--- src/rtl/hp_slot_pkg.sv ---
package hp_slot_pkg;
  localparam int ST_BTN  = 0;
  localparam int ST_PCHG = 3;
  localparam int ST_DONE = 4;
  localparam int ST_PRES = 6;
  localparam int ST_LOCK = 7;
  localparam int ST_LINK = 8;

  localparam int CT_BTN_EN  = 0;
  localparam int CT_PCHG_EN = 3;
  localparam int CT_DONE_EN = 4;
  localparam int CT_GIE     = 5;
  localparam int CT_ATTN_LO = 6;
  localparam int CT_PWRI_LO = 8;
  localparam int CT_PWR     = 10;
  localparam int CT_LOCKCMD = 11;
  localparam int CT_LINK_EN = 12;

  localparam logic [1:0]  IND_ON    = 2'b01;
  localparam logic [1:0]  IND_OFF   = 2'b11;
  localparam logic [15:0] STA_W1C   = 16'h0119;
  localparam logic [15:0] CTL_WR_PC = 16'h1FFF;
  localparam logic [15:0] CTL_WR_NP = 16'h1BFF;

  typedef struct packed {
    logic ins;
    logic rem;
    logic btn;
    logic lnk;
  } hp_evt_t;

  function automatic logic [15:0] lane_mask(input logic [1:0] be);
    return {{8{be[1]}}, {8{be[0]}}};
  endfunction
endpackage

--- src/rtl/hp_slot_regs.sv ---
module hp_slot_regs
  import hp_slot_pkg::*;
#(
  parameter bit HAS_PWR_CTRL = 1'b1
) (
  input  logic        clk,
  input  logic        rst_n,
  input  logic        populated,
  input  logic        wr,
  input  logic        sel,
  input  logic [1:0]  be,
  input  logic [15:0] wdata,
  input  hp_evt_t     evt,
  output logic [15:0] ctrl_q,
  output logic [15:0] sta_q,
  output logic        busy_q,
  output logic        detach_q
);
  localparam logic [15:0] WMASK = HAS_PWR_CTRL ? CTL_WR_PC : CTL_WR_NP;

  logic [1:0]  rst_pwri;
  logic        rst_pwr;
  logic [15:0] ctrl_rst, sta_rst;
  logic [15:0] c_n, s_n, m;
  logic        ctrl_wr, sta_wr, busy_n, det_n;

  generate
    if (HAS_PWR_CTRL) begin : g_pwr
      assign rst_pwri = populated ? IND_ON : IND_OFF;
      assign rst_pwr  = ~populated;
    end else begin : g_nopwr
      assign rst_pwri = IND_OFF;
      assign rst_pwr  = 1'b0;
    end
  endgenerate

  assign ctrl_rst = {5'b0, rst_pwr, rst_pwri, IND_OFF, 6'b0};
  assign sta_rst  = {9'b0, populated, 6'b0};

  always_comb begin
    m       = lane_mask(be) & WMASK;
    ctrl_wr = wr & ~sel & (|be);
    sta_wr  = wr & sel & (|be);
    c_n     = ctrl_q;
    s_n     = sta_q;
    det_n   = 1'b0;
    if (ctrl_wr) begin
      c_n = (ctrl_q & ~m) | (wdata & m);
      if (c_n[CT_LOCKCMD]) s_n[ST_LOCK] = ~s_n[ST_LOCK];
      c_n[CT_LOCKCMD] = 1'b0;
      if (sta_q[ST_PRES] && c_n[CT_PWR] &&
          c_n[CT_PWRI_LO+1:CT_PWRI_LO] == IND_OFF) begin
        s_n[ST_PRES] = 1'b0;
        s_n[ST_PCHG] = 1'b1;
        det_n        = 1'b1;
      end
      s_n[ST_DONE] = 1'b1;
    end
    if (sta_wr) s_n = s_n & ~(wdata & lane_mask(be) & STA_W1C);
    busy_n = (evt.ins | evt.rem) & s_n[ST_LOCK];
    if (evt.ins && !s_n[ST_LOCK]) begin
      s_n[ST_PRES] = 1'b1;
      s_n[ST_PCHG] = 1'b1;
      s_n[ST_BTN]  = 1'b1;
    end
    if (evt.rem && !s_n[ST_LOCK]) s_n[ST_BTN] = 1'b1;
    if (evt.btn) s_n[ST_BTN] = 1'b1;
    if (evt.lnk) s_n[ST_LINK] = 1'b1;
  end

  always_ff @(posedge clk) begin
    if (!rst_n) begin
      ctrl_q   <= ctrl_rst;
      sta_q    <= sta_rst;
      busy_q   <= 1'b0;
      detach_q <= 1'b0;
    end else begin
      ctrl_q   <= c_n;
      sta_q    <= s_n;
      busy_q   <= busy_n;
      detach_q <= det_n;
    end
  end
endmodule

--- src/rtl/hp_slot_notify.sv ---
module hp_slot_notify #(
  parameter int N_EV  = 4,
  parameter int VEC_W = 5
) (
  input  logic             clk,
  input  logic             rst_n,
  input  logic [N_EV-1:0]  ev_src,
  input  logic [N_EV-1:0]  ev_en,
  input  logic             gie,
  input  logic             msi_en,
  input  logic [VEC_W-1:0] msg_num,
  output logic             irq_o,
  output logic             msg_req,
  output logic [VEC_W-1:0] msg_vec
);
  logic level, lvl_prev;

  assign level   = gie & (|(ev_src & ev_en));
  assign irq_o   = level & ~msi_en;
  assign msg_req = msi_en & level & ~lvl_prev;
  assign msg_vec = msg_num;

  always_ff @(posedge clk) begin
    if (!rst_n) lvl_prev <= 1'b0;
    else        lvl_prev <= level;
  end
endmodule

--- src/rtl/hp_slot_ctrl.sv ---
module hp_slot_ctrl
  import hp_slot_pkg::*;
#(
  parameter int VEC_W        = 5,
  parameter bit HAS_PWR_CTRL = 1'b1
) (
  input  logic             clk,
  input  logic             rst_n,
  input  logic             slot_populated,
  input  logic             reg_wr,
  input  logic             reg_sel,
  input  logic [1:0]       reg_be,
  input  logic [15:0]      reg_wdata,
  output logic [15:0]      reg_rdata,
  input  logic             dev_insert,
  input  logic             dev_remove,
  input  logic             attn_press,
  input  logic             link_change,
  input  logic             msi_en,
  input  logic [VEC_W-1:0] msg_num,
  output logic             irq_o,
  output logic             msg_req,
  output logic [VEC_W-1:0] msg_vec,
  output logic             busy_err,
  output logic             detach,
  output logic             pwr_off
);
  localparam int N_EV = 4;

  logic [15:0] ctrl_q, sta_q;
  hp_evt_t     evt;
  logic [N_EV-1:0] ev_src, ev_en;

  assign evt = '{ins: dev_insert, rem: dev_remove, btn: attn_press, lnk: link_change};

  hp_slot_regs #(.HAS_PWR_CTRL(HAS_PWR_CTRL)) u_regs (
    .clk(clk), .rst_n(rst_n), .populated(slot_populated),
    .wr(reg_wr), .sel(reg_sel), .be(reg_be), .wdata(reg_wdata), .evt(evt),
    .ctrl_q(ctrl_q), .sta_q(sta_q), .busy_q(busy_err), .detach_q(detach)
  );

  assign ev_src = {sta_q[ST_LINK], sta_q[ST_DONE], sta_q[ST_PCHG], sta_q[ST_BTN]};
  assign ev_en  = {ctrl_q[CT_LINK_EN], ctrl_q[CT_DONE_EN], ctrl_q[CT_PCHG_EN], ctrl_q[CT_BTN_EN]};

  hp_slot_notify #(.N_EV(N_EV), .VEC_W(VEC_W)) u_notify (
    .clk(clk), .rst_n(rst_n), .ev_src(ev_src), .ev_en(ev_en),
    .gie(ctrl_q[CT_GIE]), .msi_en(msi_en), .msg_num(msg_num),
    .irq_o(irq_o), .msg_req(msg_req), .msg_vec(msg_vec)
  );

  assign reg_rdata = reg_sel ? sta_q : ctrl_q;
  assign pwr_off   = ctrl_q[CT_PWR];
endmodule

--- config.mk ---
export PLATFORM = sky130hd
export DESIGN_NAME = hp_slot_ctrl
export DESIGN_NICKNAME = d
export VERILOG_FILES = /design/src/rtl/hp_slot_pkg.sv /design/src/rtl/hp_slot_regs.sv /design/src/rtl/hp_slot_notify.sv /design/src/rtl/hp_slot_ctrl.sv
export SDC_FILE = /design/constraint.sdc
export NUM_CORES = 1
export LEC_CHECK = 0
export ABC_AREA = 1
export BUFFER_PORTS_ARGS = -buffer_cell sky130_fd_sc_hd__buf_2
export CAP_MARGIN = 20
export CORE_MARGIN = 2
export CORE_UTILIZATION = 30
export CTS_BUF_LIST = sky130_fd_sc_hd__clkbuf_16
export DETAILED_ROUTE_END_ITERATION = 16
export MAX_ROUTING_LAYER = met4
export PLACE_DENSITY = 0.63
export SLEW_MARGIN = 10
export SYNTH_ARGS = -nofsm -noshare
export SYNTH_HDL_FRONTEND = slang
export SYNTH_HIERARCHICAL = 1
export SYNTH_SLANG_ARGS = --single-unit
--- constraint.sdc ---
create_clock -name clk -period 1.2 [get_ports clk]
set_clock_uncertainty 0.1 [all_clocks]
set_input_delay 0 -clock clk [delete_from_list [all_inputs] [get_ports clk]]
set_output_delay 0 -clock clk [all_outputs]
set_load 0.02 [all_outputs]
After elaboration in Yosys (flattened, before gate mapping)
Cells that the tools add are included.
- equality and inequality tests: 2
- multiplexer cells: 18
- bitwise gates (word level): 23
- reductions and logical operators: 10
- operators with widths (cell ; count):
    $and 16x16->16 ; 2
    $mux 11 ; 2
    $and 16x13->16 ; 1
    $mux 16 ; 1
    $not 13->16 ; 1
    $not 9->16 ; 1
    $or 16x16->16 ; 1
    $mux 1 ; 10
    $and 1x1->1 ; 9
    $and 9x9->9 ; 1
    $mux 9 ; 1
    $mux 7 ; 1
    $mux 2 ; 3
    $not 1->1 ; 5
    $and 4x4->4 ; 1
    $logic_and 1x1->1 ; 4
    $reduce_bool 4->1 ; 1
    $reduce_or 4->1 ; 1
    $eq 2x2->1 const B ; 1
    $ne 2x1->1 const B ; 1
    $reduce_and 2->1 ; 1
    $reduce_bool 2->1 ; 1
    $reduce_or 2->1 ; 1
    $logic_not 1->1 ; 1
    $or 1x1->1 ; 1
- register bits after elaboration: 34
- bits of input ports: 33
- output and inout bits: 26
- word-level logic and storage cells: 63

Longest topological paths before layout
Gate-level depths: netlist (run 1).
- word-level depth: 15
- gate-level depth with buffers: 8
- gate-level depth less buffers: 8

Cells and area by module
Netlist (run 1), hierarchy kept.
- by module, submodules not included (module ; instances ; cells an instance ; area each (µm²) ; sequential area each (µm²)):
    hp_slot_regs ; 1 ; 127 ; 957.2 ; 430.4
    hp_slot_ctrl ; 1 ; 52 ; 244.0 ; 0.0
    hp_slot_notify ; 1 ; 20 ; 113.9 ; 20.0

Worst setup path before layout (run 1)
Ideal clock, no wire load.
- kind: register -> register
- from: register u_regs.ctrl_q[10]
- to: register u_regs.ctrl_q[10], data pin
- library setup time: 0.265 ns
- data arrival time: 0.791 ns
- required time: 0.835 ns
- setup slack: 0.045 ns
- cell stages (with the launch flop): 5
- path buffers: 0
- period minus slack after synthesis: 1.155 ns
- cells stage by stage: edfxtp_1 > nand2_1 > nand2_1 > nand2_2 > o21ai_0
- word-level cells in the longest chain between the ends: 4
- ends and longest elaborated chain (item ; line ; RTL):
    start, declared ; hp_slot_regs.sv:14 ; output logic [15:0] ctrl_q,
    start signal, assigned ; hp_slot_regs.sv:73 ; ctrl_q <= ctrl_rst;
    start signal, assigned ; hp_slot_regs.sv:78 ; ctrl_q <= c_n;
    $and 16x16->16 ; hp_slot_regs.sv:48 ; c_n = (ctrl_q & ~m) | (wdata & m);
    $or 16x16->16 ; hp_slot_regs.sv:48 ;
    $mux 11 ; hp_slot_regs.sv:47 ; if (ctrl_wr) begin
    $mux 11 ; hp_slot_regs.sv:72 ; if (!rst_n) begin
Every way passes these cells. The select of a mux whose other input is x is not followed.
A chain may end at the register's enable or synchronous reset.

==> results.json, run 1 <==
{
  "async_reset_ff_frac": 0,
  "std_cell_rows": 24,
  "io_pins": 59,
  "core_area_um2": 4290,
  "first_iter_violations": 47,
  "synth_area_leaders": "dfxtp_1 (27%), nand2_1 (22%), buf_4 (11%)",
  "setup_viol": 0,
  "cts.path.max_buffers": 2,
  "yosys.area_share.xor_xnor": 0,
  "drv_cap": 0,
  "portBuffers": 41,
  "synth_top_family_by_area": "simple AND/OR/NAND/NOR gates",
  "grt_overflow": 0,
  "die_w_um": 70.2,
  "peakVddDrop_mv": 0.448,
  "vias_per_cell": 4.20,
  "synth.most_common_cell": "nand2_1",
  "start_kind": "flip-flop",
  "dp_cells": 285,
  "synthMuxAreaShare": 0,
  "path_max_fanout": 3,
  "min_period_ns": 1.15,
  "wl_per_cell_um": 9.95,
  "crit_top_cell": "nand2_2",
  "synth_compound_area_frac": 0.0875,
  "synth_edf_count": 3,
  "cts_root_buf": "clkbuf_16",
  "start_util": 0.306,
  "area_growth_syn_to_layout_pct": 39.8,
  "crit_chain": "nand2_2 -> nand2_2 -> nor2_4 -> nor3_2 -> buf_4",
  "fin_nets": 295,
  "syn_area_per_cell_um2": 6.61,
  "vias": 1314,
  "die_h_um": 70.2,
  "synth_cells": 199,
  "synth_cell_types": 23,
  "clock_latency_ns": 0.25,
  "dp_slack_ns": 0.0864,
  "drv_slew": 0,
  "power_leakage_nw": 0.989,
  "synth_adder_area_share": 0,
  "worst-setup-path-type": "reg -> out",
  "grt_max_degree": 20,
  "grt_pass1_vias": 1178,
  "grtUsageMet3": 0.0231,
  "cts_buffers": 3,
  "fill_cells": 478,
  "insertedDiodeCount": 0,
  "gp_congestion": 0.788,
  "cts.sinks": 21,
  "grt_usage": 0.133,
  "h-tree-depth": 1,
  "grt_pass1_wl_mm": 5.18,
  "critPathMaxStageDelay_ns": 0.34,
  "top_usage_layer": "met2",
  "fin_crit_sh": 0.959,
  "yosys_warnings": 6,
  "required_ns": 1.10,
  "drc": 0,
  "use_met1": 0.176,
  "dieArea_um2": 4930,
  "clkTransAtPathRegs_ns": 0.06,
  "synthTopCellsByCount": "nand2_1 (77), buf_4 (19), dfxtp_1 (18), nor2_1 (18), inv_1 (15)",
  "cellPowerDensity_nw_per_um2": 1040,
  "yosysSeqAreaShare": 0.343,
  "crit_slowest_cell": "dfxtp_2",
  "fmaxAchievable_mhz": 869,
  "yosys.area.top_type": "dfxtp_1",
  "synth_top_cell_area_share": 0.274,
  "worst_hold_path_type": "in -> reg",
  "finalNonFillerCells": 313,
  "arrival_ns": 1.05,
  "first_pass_iters": 4,
  "drtAntennaViolNets": 0,
  "outcome": "finished, final reports clean",
  "endpoint_kind": "primary output",
  "wirelength_mm": 3.11,
  "met2_usage": 0.207,
  "setup_ws_ns": 0.0492,
  "dp_hpwl_mm": 2.28,
  "antenna_found_initial": 0,
  "ys_seq_elements": 21,
  "hold_viol": 0,
  "synth_area_um2": 1320,
  "yosys.area_share.simple": 0.374,
  "drive_gt1_frac": 0.299,
  "tritoncts": "yes",
  "ys.flop_type": "dfxtp_1"
}
[layout make-up]
type                            instances  area (um^2)  area share
Multi-Input combinational cell        152          687       0.374
Timing Repair Buffer                   68          480       0.261
Sequential cell                        21          460       0.251
Clock buffer                            3         75.1      0.0408
Inverter                               16         65.1      0.0354
Tap cell                               52         65.1      0.0354
Clock inverter                          1         5.00     0.00272
[metrics by stage]
stage / cell area, um^2 / hold WS (ns) / util / total power (W) / setup TNS, ns
after floorplan: 1360 / -0.0169 / - / 0.00108 / 0
after global placement: 1480 / -0.0999 / 0.345 / 0.00114 / 0
after detailed placement: 1480 / -0.0999 / 0.345 / 0.00114 / 0
after CTS: 1790 / 0.00873 / 0.417 / 0.00192 / 0
after global routing: 1840 / 0.0160 / 0.428 / 0.00202 / -0.0142
final: 1840 / 0.00333 / 0.428 / 0.00191 / 0
[worst max-delay path, delay by kind of cell, from the launching register on]
family / cells / cell delay, ns
buffers and inverters: 1 / 0.15
flip-flops: 1 / 0.34
AND/OR/NAND/NOR: 4 / 0.31
[path summary, 6_finish.rpt]
path | start | end | slack [ns] | cells past startpoint
max | flip-flop | irq_o | 0.05 | 5
max reg2reg | u_regs/ctrl_q[10]$_DFFE_PP_ | u_regs/sta_q[6]$_DFF_P_ | 0.12 | 7
min | rst_n | flip-flop | 0.003 | 3
min reg2reg | flip-flop | flip-flop | 0.36 | 2
[cell families after synthesis]
family                 after synthesis
flip-flops                          21
other                                1
AND/OR/NAND/NOR                    117
AO/OA/AOI/OAI                       21
buffers and inverters               39
[layout by cell type, fill, tap and decap left out, types with 2 or more instances in the layout]
cell and n:
edfxtp_1 3, inv_1 15, nand2_1 73, nor2_1 17, nor3_2 2, nor2_2 2, buf_2 39, buf_4 6
dfxtp_2 8, nand2_2 10, dlygate4sd3_1 22, nand3_1 6, clkbuf_16 3, a21oi_1 7, nor2_4 2, o21ai_0 12
nor3_1 2, dfxtp_1 10, conb_1 14
[power breakdown]
group	leakage, nW	internal, W	switching, W	total, W
sequential	0.181	0.000758	0.0000256	0.000783
clock	0.0409	0.000447	0.000252	0.000699
combinational	0.767	0.000179	0.000251	0.000430
total	0.989	0.00138	0.000528	0.00191
[routing by layer]
layer / up-vias / share of wire
li1: 706 / -
met1: 568 / 0.46
met2: 36 / 0.47
met3: 4 / 0.049
met4: 0 / 0.013
met5: - / 0
[what timing repair did]
item | in CTS | in global routing
hold buffers | 22 | 0
resized for setup | 6 | 12
pin swaps | 0 | 1
hold endpoints to repair | 20 | 0
buffers inserted | 0 | 2
endpoints found under the setup margin | 2 | 3
Note: power is estimated with default switching activity, not from simulation.
==> run 2: changes to the inputs <==
CTS_BUF_LIST = sky130_fd_sc_hd__clkbuf_4 sky130_fd_sc_hd__clkbuf_8   (was sky130_fd_sc_hd__clkbuf_16)
==> results.json, run 2 (synthesis gave the netlist of run 1 again) <==
{
  "drv_slew": 0,
  "drc": 0,
  "path_buf_inv": 1,
  "crit_chain": "nand2_2 -> nand2_2 -> nor2_4 -> nor3_2 -> buf_4",
  "cts_buffers": 3,
  "vias": 1321,
  "antenna_found_initial": 0,
  "grt_max_degree": 20,
  "power_leakage_nw": 0.987,
  "setup_viol": 0,
  "fin_nets": 298,
  "std_cell_rows": 24,
  "grt_usage": 0.136,
  "wl_per_cell_um": 10.1,
  "crit_slowest_cell": "dfxtp_2",
  "insertedDiodeCount": 0,
  "worst-setup-path-type": "reg -> out",
  "drive_gt1_frac": 0.299,
  "first_pass_iters": 4,
  "drtAntennaViolNets": 0,
  "fmaxAchievable_mhz": 860,
  "tritoncts": "yes",
  "start_kind": "flip-flop",
  "start_util": 0.306,
  "die_w_um": 70.2,
  "portBuffers": 41,
  "io_pins": 59,
  "path_delay_family": "flip-flops",
  "hold_viol": 0,
  "h-tree-depth": 1,
  "path_max_fanout": 3,
  "tns_ns": 0,
  "layout_commonest_cell": "nand2_1",
  "arrival_ns": 1.06,
  "final_util": 0.427,
  "first_iter_violations": 55,
  "core_area_um2": 4290,
  "wirelength_mm": 3.18,
  "crit_top_cell": "nand2_2",
  "clock_latency_ns": 0.25,
  "grt_pass1_wl_mm": 5.33,
  "min_period_ns": 1.16,
  "dieArea_um2": 4930,
  "rsz0062_at_grt": "yes",
  "fin_crit_sh": 0.969,
  "vias_per_cell": 4.18,
  "layout_common_cells": "nand2_1 (73), buf_2 (39), dlygate4sd3_1 (24)",
  "gp_congestion": 0.788,
  "outcome": "finished, final reports clean",
  "area_growth_syn_to_layout_pct": 39.3,
  "cts_root_buf": "clkbuf_8",
  "clkTransAtPathRegs_ns": 0.08,
  "drv_cap": 0,
  "cts.sinks": 21,
  "cts.path.max_buffers": 2,
  "worst_hold_path_type": "in -> reg",
  "fill_cells": 476,
  "endpoint_kind": "primary output",
  "cellPowerDensity_nw_per_um2": 919,
  "dp_hpwl_mm": 2.28,
  "grt_overflow": 0,
  "die_h_um": 70.2,
  "grt_pass1_vias": 1230,
  "required_ns": 1.10,
  "critPathMaxStageDelay_ns": 0.34,
  "peakVddDrop_mv": 0.296
}
[run 2: cell types whose count changed in the layout (fill, tap and decap cells not counted)]
cell           before  now
o21ai_0            12   11
dlygate4sd3_1      22   24
o21ai_1             0    1
buf_4               6    7
clkbuf_8            0    3
clkbuf_16           3    0
[run 2: path summary, 6_finish.rpt]
kind / to / depth (start not counted) / slack, ns / startpoint
worst max register to register: u_regs/sta_q[3]$_SDFF_PN0_ / 6 / 0.11 / u_regs/ctrl_q[8]$_SDFFCE_PN1P_
worst min-delay path: u_regs/sta_q[8]$_SDFFE_PN0P_ / 4 / 0.02 / reg_wdata[8]
worst max-delay path: irq_o / 5 / 0.04 / u_regs/sta_q[8]$_SDFFE_PN0P_
worst min register to register: flip-flop / 2 / 0.37 / flip-flop
[run 2: layout make-up]
class / instances / area, um^2 / share of cell area
multi-input combinational: 152 / 687 / 0.375
clock buffer: 3 / 41.3 / 0.0225
tap: 52 / 65.1 / 0.0355
inverter: 16 / 65.1 / 0.0355
timing repair buffer: 71 / 508 / 0.277
sequential: 21 / 460 / 0.251
clock inverter: 1 / 5.00 / 0.00273
[run 2: per-stage QoR]
step | hold WS [ns] | total power [W] | cell area, um^2 | setup slack (ns) | instances
floorplan | -0.0169 | 0.00108 | 1360 | 0.0445 | 212
global placement | -0.0999 | 0.00114 | 1480 | 0.0877 | 285
detailed placement | -0.0999 | 0.00114 | 1480 | 0.0864 | 285
CTS | 0.0245 | 0.00169 | 1790 | -0.00743 | 314
global route | 0.0420 | 0.00178 | 1830 | -0.0246 | 316
finish | 0.0209 | 0.00168 | 1830 | 0.0368 | 316
[run 2: repair_timing]
item,CTS,global route
hold buffers,24,0
buffers inserted,1,2
endpoints found under the hold margin,21,0
cloned,0,0
pin swaps,1,5
resized for setup,8,11
setup endpoints to repair,2,3
[run 2: worst register-to-register path: cells and delay by family (launching register included)]
family          cells  cell delay, ns
compound gates      2            0.22
simple gates        4            0.35
flops               1            0.35
[run 2: power by group]
part,leakage (nW),internal [W],switching (W)
sequential,0.181,0.000756,0.0000252
combinational,0.781,0.000187,0.000255
clock,0.0255,0.000231,0.000229
total,0.987,0.00117,0.000509
[run 2: layer usage]
metal | track usage | vias to the layer above | share of wire | routed length, um
met5 | - | - | 0 | 0
met4 | 0.0491 | 0 | 0.017 | 55
met3 | 0.0188 | 6 | 0.043 | 137
met2 | 0.216 | 34 | 0.47 | 1500
met1 | 0.176 | 566 | 0.47 | 1490
li1 | - | 715 | - | -
